**src/rtl/wdt_guard_pkg.sv**
```systemverilog
package wdt_guard_pkg;

    typedef enum logic [1:0] {
        ST_UNCFG = 2'd0,
        ST_HALT  = 2'd1,
        ST_RUN   = 2'd2,
        ST_FIRE  = 2'd3
    } wdt_state_e;

    localparam int unsigned ADDR_W = 2;

    localparam logic [ADDR_W-1:0] ADR_CFG  = 2'd0;
    localparam logic [ADDR_W-1:0] ADR_CTL  = 2'd1;
    localparam logic [ADDR_W-1:0] ADR_STAT = 2'd2;

endpackage

```
**src/rtl/wdt_cfg_lock.sv**
```systemverilog
module wdt_cfg_lock #(
    parameter int unsigned DATA_W = 32,
    parameter int unsigned CNT_W  = 16,
    parameter int unsigned WIN_W  = 12
) (
    input  logic              clk,
    input  logic              rst_n,
    input  logic              wr,
    input  logic [DATA_W-1:0] wdata,
    output logic              accept,
    output logic              locked,
    output logic [CNT_W-1:0]  start_val,
    output logic [WIN_W-1:0]  win_val,
    output logic              run_en,
    output logic              rst_en,
    output logic              ie_uf,
    output logic              ie_err
);
    localparam int unsigned FLG_LSB = CNT_W + WIN_W;

    logic [DATA_W-1:0] cfg_q;
    logic              lock_q;

    assign accept = wr && !lock_q;

    always_ff @(posedge clk) begin
        if (!rst_n) begin
            cfg_q  <= '0;
            lock_q <= 1'b0;
        end else if (accept) begin
            cfg_q  <= wdata;
            lock_q <= 1'b1;
        end
    end

    assign locked    = lock_q;
    assign start_val = cfg_q[CNT_W-1:0];
    assign win_val   = cfg_q[CNT_W +: WIN_W];
    assign run_en    = cfg_q[FLG_LSB];
    assign rst_en    = cfg_q[FLG_LSB+1];
    assign ie_uf     = cfg_q[FLG_LSB+2];
    assign ie_err    = cfg_q[FLG_LSB+3];

    generate
        if (DATA_W > FLG_LSB + 4) begin : g_spare
            logic unused_cfg_hi;
            assign unused_cfg_hi = ^cfg_q[DATA_W-1:FLG_LSB+4];
        end
    endgenerate

    // Enable bits feed the state machine directly from the word being written.
    logic unused_wdata_lo;
    assign unused_wdata_lo = ^wdata[FLG_LSB-1:0];

endmodule

```
**src/rtl/wdt_key_check.sv**
```systemverilog
module wdt_key_check #(
    parameter int unsigned          DATA_W = 32,
    parameter int unsigned          KEY_W  = 8,
    parameter logic [KEY_W-1:0]     KEY    = 8'hA5
) (
    input  logic              wr,
    input  logic [DATA_W-1:0] wdata,
    output logic              restart
);
    localparam int unsigned KEY_LSB = DATA_W - KEY_W;

    logic key_ok;

    assign key_ok  = (wdata[KEY_LSB +: KEY_W] == KEY);
    assign restart = wr && key_ok && wdata[0];

    logic unused_mid;
    assign unused_mid = ^wdata[KEY_LSB-1:1];

endmodule

```
**src/rtl/wdt_down_counter.sv**
```systemverilog
module wdt_down_counter #(
    parameter int unsigned CNT_W = 16,
    parameter int unsigned WIN_W = 12
) (
    input  logic             clk,
    input  logic             rst_n,
    input  logic             load,
    input  logic [CNT_W-1:0] load_val,
    input  logic             dec,
    input  logic [WIN_W-1:0] win,
    output logic [CNT_W-1:0] count,
    output logic             zero,
    output logic             in_window
);
    localparam int unsigned PAD_W = CNT_W - WIN_W;

    logic [CNT_W-1:0] cnt_q;
    logic [CNT_W-1:0] thr;

    assign thr = {win, {PAD_W{1'b1}}};

    always_ff @(posedge clk) begin
        if (!rst_n) begin
            cnt_q <= '0;
        end else if (load) begin
            cnt_q <= load_val;
        end else if (dec) begin
            cnt_q <= cnt_q - 1'b1;
        end
    end

    assign count     = cnt_q;
    assign zero      = (cnt_q == '0);
    assign in_window = (cnt_q <= thr);

endmodule

```
**src/rtl/wdt_status_flags.sv**
```systemverilog
module wdt_status_flags (
    input  logic clk,
    input  logic rst_n,
    input  logic set_uf,
    input  logic set_err,
    input  logic clr,
    output logic uf,
    output logic err
);
    always_ff @(posedge clk) begin
        if (!rst_n) begin
            uf  <= 1'b0;
            err <= 1'b0;
        end else begin
            if (set_uf) begin
                uf <= 1'b1;
            end else if (clr) begin
                uf <= 1'b0;
            end
            if (set_err) begin
                err <= 1'b1;
            end else if (clr) begin
                err <= 1'b0;
            end
        end
    end

endmodule

```
**src/rtl/wdt_window_guard.sv**
```systemverilog
module wdt_window_guard
    import wdt_guard_pkg::*;
#(
    parameter int unsigned      DATA_W = 32,
    parameter int unsigned      CNT_W  = 16,
    parameter int unsigned      WIN_W  = 12,
    parameter int unsigned      KEY_W  = 8,
    parameter logic [KEY_W-1:0] KEY    = 8'hA5
) (
    input  logic              clk,
    input  logic              rst_n,
    input  logic              tick,
    input  logic              bus_we,
    input  logic              bus_re,
    input  logic [1:0]        bus_addr,
    input  logic [DATA_W-1:0] bus_wdata,
    output logic [DATA_W-1:0] bus_rdata,
    output logic              rst_req,
    output logic              irq
);
    localparam int unsigned FLG_LSB = CNT_W + WIN_W;
    localparam int unsigned GAP_W   = DATA_W - CNT_W - 3;

    wdt_state_e state_q, state_d;

    logic             cfg_wr, ctl_wr, stat_rd;
    logic             cfg_accept, locked;
    logic [CNT_W-1:0] start_val, count;
    logic [WIN_W-1:0] win_val;
    logic             run_en, rst_en, ie_uf, ie_err;
    logic             restart, zero, in_window;
    logic             in_run, rs_ok, rs_early, uf_evt;
    logic             cnt_load, cnt_dec;
    logic [CNT_W-1:0] cnt_load_val;
    logic             uf_flag, err_flag;

    assign cfg_wr  = bus_we && (bus_addr == ADR_CFG);
    assign ctl_wr  = bus_we && (bus_addr == ADR_CTL);
    assign stat_rd = bus_re && (bus_addr == ADR_STAT);

    wdt_cfg_lock #(
        .DATA_W (DATA_W),
        .CNT_W  (CNT_W),
        .WIN_W  (WIN_W)
    ) u_cfg (
        .clk       (clk),
        .rst_n     (rst_n),
        .wr        (cfg_wr),
        .wdata     (bus_wdata),
        .accept    (cfg_accept),
        .locked    (locked),
        .start_val (start_val),
        .win_val   (win_val),
        .run_en    (run_en),
        .rst_en    (rst_en),
        .ie_uf     (ie_uf),
        .ie_err    (ie_err)
    );

    wdt_key_check #(
        .DATA_W (DATA_W),
        .KEY_W  (KEY_W),
        .KEY    (KEY)
    ) u_key (
        .wr      (ctl_wr),
        .wdata   (bus_wdata),
        .restart (restart)
    );

    // Event decode, evaluated only while running
    assign in_run   = (state_q == ST_RUN);
    assign rs_ok    = in_run && restart && in_window;
    assign rs_early = in_run && restart && !in_window;
    assign uf_evt   = in_run && tick && zero && !rs_ok;

    // Counter control: configuration, in-window restart and expiry all reload
    assign cnt_load     = cfg_accept || rs_ok || uf_evt;
    assign cnt_load_val = cfg_accept ? bus_wdata[CNT_W-1:0] : start_val;
    assign cnt_dec      = in_run && tick && !zero;

    wdt_down_counter #(
        .CNT_W (CNT_W),
        .WIN_W (WIN_W)
    ) u_cnt (
        .clk       (clk),
        .rst_n     (rst_n),
        .load      (cnt_load),
        .load_val  (cnt_load_val),
        .dec       (cnt_dec),
        .win       (win_val),
        .count     (count),
        .zero      (zero),
        .in_window (in_window)
    );

    wdt_status_flags u_flags (
        .clk     (clk),
        .rst_n   (rst_n),
        .set_uf  (uf_evt),
        .set_err (rs_early),
        .clr     (stat_rd),
        .uf      (uf_flag),
        .err     (err_flag)
    );

    // State register
    always_ff @(posedge clk) begin
        if (!rst_n) begin
            state_q <= ST_UNCFG;
        end else begin
            state_q <= state_d;
        end
    end

    // Next-state logic
    always_comb begin
        state_d = state_q;
        unique case (state_q)
            ST_UNCFG: begin
                if (cfg_accept) begin
                    state_d = bus_wdata[FLG_LSB] ? ST_RUN : ST_HALT;
                end
            end
            ST_HALT: begin
                state_d = ST_HALT;
            end
            ST_RUN: begin
                if (uf_evt) begin
                    state_d = ST_FIRE;
                end
            end
            ST_FIRE: begin
                state_d = ST_RUN;
            end
            default: begin
                state_d = ST_UNCFG;
            end
        endcase
    end

    // Outputs
    always_comb begin
        rst_req   = (state_q == ST_FIRE) && rst_en;
        irq       = (uf_flag && ie_uf) || (err_flag && ie_err);
        bus_rdata = '0;
        if (stat_rd) begin
            bus_rdata = {count, {GAP_W{1'b0}}, locked, err_flag, uf_flag};
        end
    end

    logic unused_cfg;
    assign unused_cfg = run_en;

endmodule

```
**config.mk**
```make
export PLATFORM = sky130hd
export DESIGN_NAME = wdt_window_guard
export DESIGN_NICKNAME = d
export VERILOG_FILES = /design/src/rtl/wdt_guard_pkg.sv /design/src/rtl/wdt_cfg_lock.sv /design/src/rtl/wdt_key_check.sv /design/src/rtl/wdt_down_counter.sv /design/src/rtl/wdt_status_flags.sv /design/src/rtl/wdt_window_guard.sv
export SDC_FILE = /design/constraint.sdc
export NUM_CORES = 1
export LEC_CHECK = 0
export CAP_MARGIN = 20
export CORE_UTILIZATION = 61
export CTS_CLUSTER_SIZE = 25
export DETAILED_ROUTE_END_ITERATION = 10
export DONT_BUFFER_PORTS = 1
export GPL_TIMING_DRIVEN = 0
export PLACE_DENSITY = 0.78
export SLEW_MARGIN = 25
export SYNTH_ARGS = -nofsm -noshare
export SYNTH_HDL_FRONTEND = slang
export SYNTH_SLANG_ARGS = --single-unit
```
**constraint.sdc**
```tcl
create_clock -name clk -period 2.7 [get_ports clk]
set_input_delay 0.27 -clock clk [delete_from_list [all_inputs] [get_ports clk]]
set_output_delay 0.27 -clock clk [all_outputs]
set_load 0.005 [all_outputs]
```
==> results.cfg <==
[outcome]
outcome = complete, no violations

[power]
power_density_mw_per_mm2 = 845
power_leakage_nw = 1.31
power_mw = 2.82
power.ir.vdd_worst_uv = 456

[route]
routed_wl_um = 7930
starting_drt_drc_count = 225
wire_per_inst_um = 16.7
detail_route.first_pass.iterations = 5
drcViolationCount = 0
num_vias = 2821
post_drt_via_cell_ratio = 5.93
drt_antenna_net_count = 0

[layout]
multi_input_area_mm2 = 0.00181
syn_to_final_growth_pct = 8.81
n_antenna_cell = 0
design.final.nets = 465
finalCoreUtilization_pct = 69.7
fraction_of_final_layout_cells_with_drive_strength_greater_than_1_pct = 9.78
postLayoutCellArea_mm2 = 0.00334
fillCellCount = 424
final-instance-count-excl-fill = 476
ff_latch_area_mm2 = 0.00104

[timing]
setup_violations = 0
finalClockSkew_ns = 0.0109
final_max_slew_viol_count = 0
timing_worst_slew_pin_value_ns = 0.821
max_frequency_ghz = 0.401
final.period_utilization_pct = 92.3
rsz0062_at_grt = no
layout_setup_ws_ns = 0.208
relSlewSlack_pct = 44.9
clock_period_minus_final_worst_setup_slack_ns = 2.49
report.final.hold_viol_count = 0

[place]
globalplace.congestion = 0.922
dp.final_hpwl_um = 5920
place.detailed.instances = 468
placed_cell_area_mm2 = 0.00320
placement.setup.worst_slack_ns = 0.130
portBuffers = 0

[worst_setup_path]
timing.setup.critical_path_class = flop to flop
timing.critical_path.arrival_ns = 2.69
worst_path_buffer_plus_inverter_count = 2
critPathCaptureType = flop
timing.critical_path.from_type = flop
timing.critical_path.required_ns = 2.90
timing.critical_path.slowest_stage_cell = or4_1
critical_path.max_fanout = 10
crit_chain = inv_1 > ha_1 > nand3b_1 > or4_1 > a21o_1 > o21ai_0 > buf_2 > nor3_1 > a221o_1
critical-path-top-delay-family = simple AND/OR/NAND/NOR gates
critical_path.max_stage_delay_ns = 0.48

[yosys]
synth_common_cells = nand2_1, dfxtp_1, a21oi_1, and2_1, inv_1
synthesis.yosys.warnings = 0
synth.area.top_cells = dfxtp_1, nand2_1, ha_1, a21oi_1, and2_1
post-synth-top-count-cell = nand2_1
synthesis.area_per_instance_um2 = 7.88
seq_area_frac_synth_pct = 33.9
synth-edff-count = 0
count_of_cell_types_in_the_netlist = 55
yosysTopAreaCell = dfxtp_1
synth.top_cell.area_share_pct = 33.9
synth_top_flop_cell = dfxtp_1
postSynthRegisterBits = 52
post_synth_instance_area_mm2 = 0.00307
postSynthCellCount = 389
postSynth.asyncResetShare_pct = 0

[cts]
clockBufferDepth = 2
clockRootBuffer = clkbuf_8
clock_sink_count = 52
cts-buffers-inserted = 5
tritoncts_clock_tree = done
cts_htree_levels = 2
cts-hold-fix-buffers = 0
cts.reportedPaths.clkPinSlew_ns = 0.09
clock_insertion_delay_worst_skew_ns = 0.31
post_cts_buffers = 0

[floorplan]
die-area_mm2 = 0.00532
floorplan.rows = 25
die_w_um = 72.9
boundaryPins = 73
die_h_um = 72.9
floorplan.core_area_mm2 = 0.00479
initial_utilization_pct = 64.1

[global_route]
first_global_vias = 2637
antenna_found_initial = 0
grt_first_pass_wirelength_um = 12500
global_route.overflow_total = 0
grt_start_max_net_pins = 16
grtUsageTotal_pct = 31.3

[flow_run]
cap_violations = 0

[min_path]
min-delay-path-class = input pin to flop
[worst register-to-register path, cell delays in order (launching register included)]
cell	delay [ns]
dfxtp_1	0.34
inv_1	0.09
ha_1	0.29
nand3b_1	0.15
or4_1	0.48
a21o_1	0.20
o21ai_0	0.22
buf_2	0.26
nor3_1	0.08
a221o_1	0.26
[layout make-up]
cell class | instances | area share, %
clock inverter | 1 | 0.900
sequential | 52 | 31.2
tap | 67 | 2.51
clock buffer | 7 | 2.89
buffer | 32 | 5.96
multi-input combinational | 298 | 54.4
inverter | 19 | 2.14
[per-stage QoR]
step           setup TNS (ns)  hold WS [ns]
5_1_grt                     0        0.0992
2_1_floorplan               0         0.406
4_1_cts                     0        0.0815
3_5_place_dp                0         0.419
6_report                    0        0.0916
3_3_place_gp            -1.66         0.410
[cells by family (layout without fill, tap and decap cells)]
family	count (synthesis)	after routing	synth area share (%)
other	1	13	0.122
XOR/XNOR	2	2	0.571
buffers and inverters	51	59	8.81
AND/OR/NAND/NOR	160	160	26.1
adder cells (fa/ha/maj)	18	18	7.34
flip-flops	52	52	33.9
AO/OA/AOI/OAI	103	103	22.4
multiplexers	2	2	0.653
[where the power goes]
part	leakage, nW	total (mW)	internal, mW	switching [mW]
clock network	0.0645	0.587	0.327	0.260
logic	0.819	1.23	0.490	0.740
registers	0.423	1.00	0.859	0.145
[state kept, by name, summed over array words and instances (netlist names)]
| register | flops |
|---|---|
| u_flags.uf | 1 |
| state_q | 2 |
| u_cfg.cfg_q | 31 |
| u_cnt.count | 16 |
| u_cfg.locked | 1 |
| u_flags.err | 1 |
[timing repair]
action | in CTS | in global routing
endpoints found under the setup margin | 0 | 16
hold endpoints to repair | 0 | 0
resized for setup | 0 | 3
[placed cells by master (no fill, tap or decap), drive strengths merged, types with 3 or more instances in the layout]
| cell type | synthesis | layout |
|---|---|---|
| o21a | 4 | 4 |
| inv | 19 | 19 |
| dfxtp | 52 | 52 |
| buf | 20 | 20 |
| a21boi | 13 | 13 |
| o2bb2ai | 6 | 6 |
| nand3 | 4 | 4 |
| a21oi | 32 | 32 |
| o211ai | 10 | 10 |
| or3 | 5 | 5 |
| a22oi | 4 | 4 |
| nand2 | 80 | 80 |
| ha | 18 | 18 |
| conb | 1 | 13 |
| and2 | 19 | 19 |
| nor4 | 6 | 6 |
| nand4 | 3 | 3 |
| nor2 | 17 | 17 |
| nor3 | 10 | 10 |
| clkbuf | 12 | 19 |
| o21ai | 18 | 18 |
| or4 | 4 | 4 |
[final timing paths]
check            startpoint               to  slack, ns  depth (start not counted)
max reg2reg      state_q[0]   u_cnt.count[4]       0.21                          9
min           bus_wdata[31]  u_cfg.cfg_q[31]       0.09                          2
min reg2reg  u_cfg.cfg_q[0]   u_cfg.cfg_q[0]       0.46                          2
max              state_q[0]   u_cnt.count[4]       0.21                          9
[per-layer routing]
layer  global-route usage, %  up-vias  share of wire, %  wire length [um]
li1                        -     1376                 -                 -
met1                    38.4     1305                43              3380
met2                    54.8      126                49              3890
met3                    6.08       14               6.7               530
met4                    10.0        0               1.6               129
met5                       0        -                 0                 0
Power figures use the tool's default switching activity.
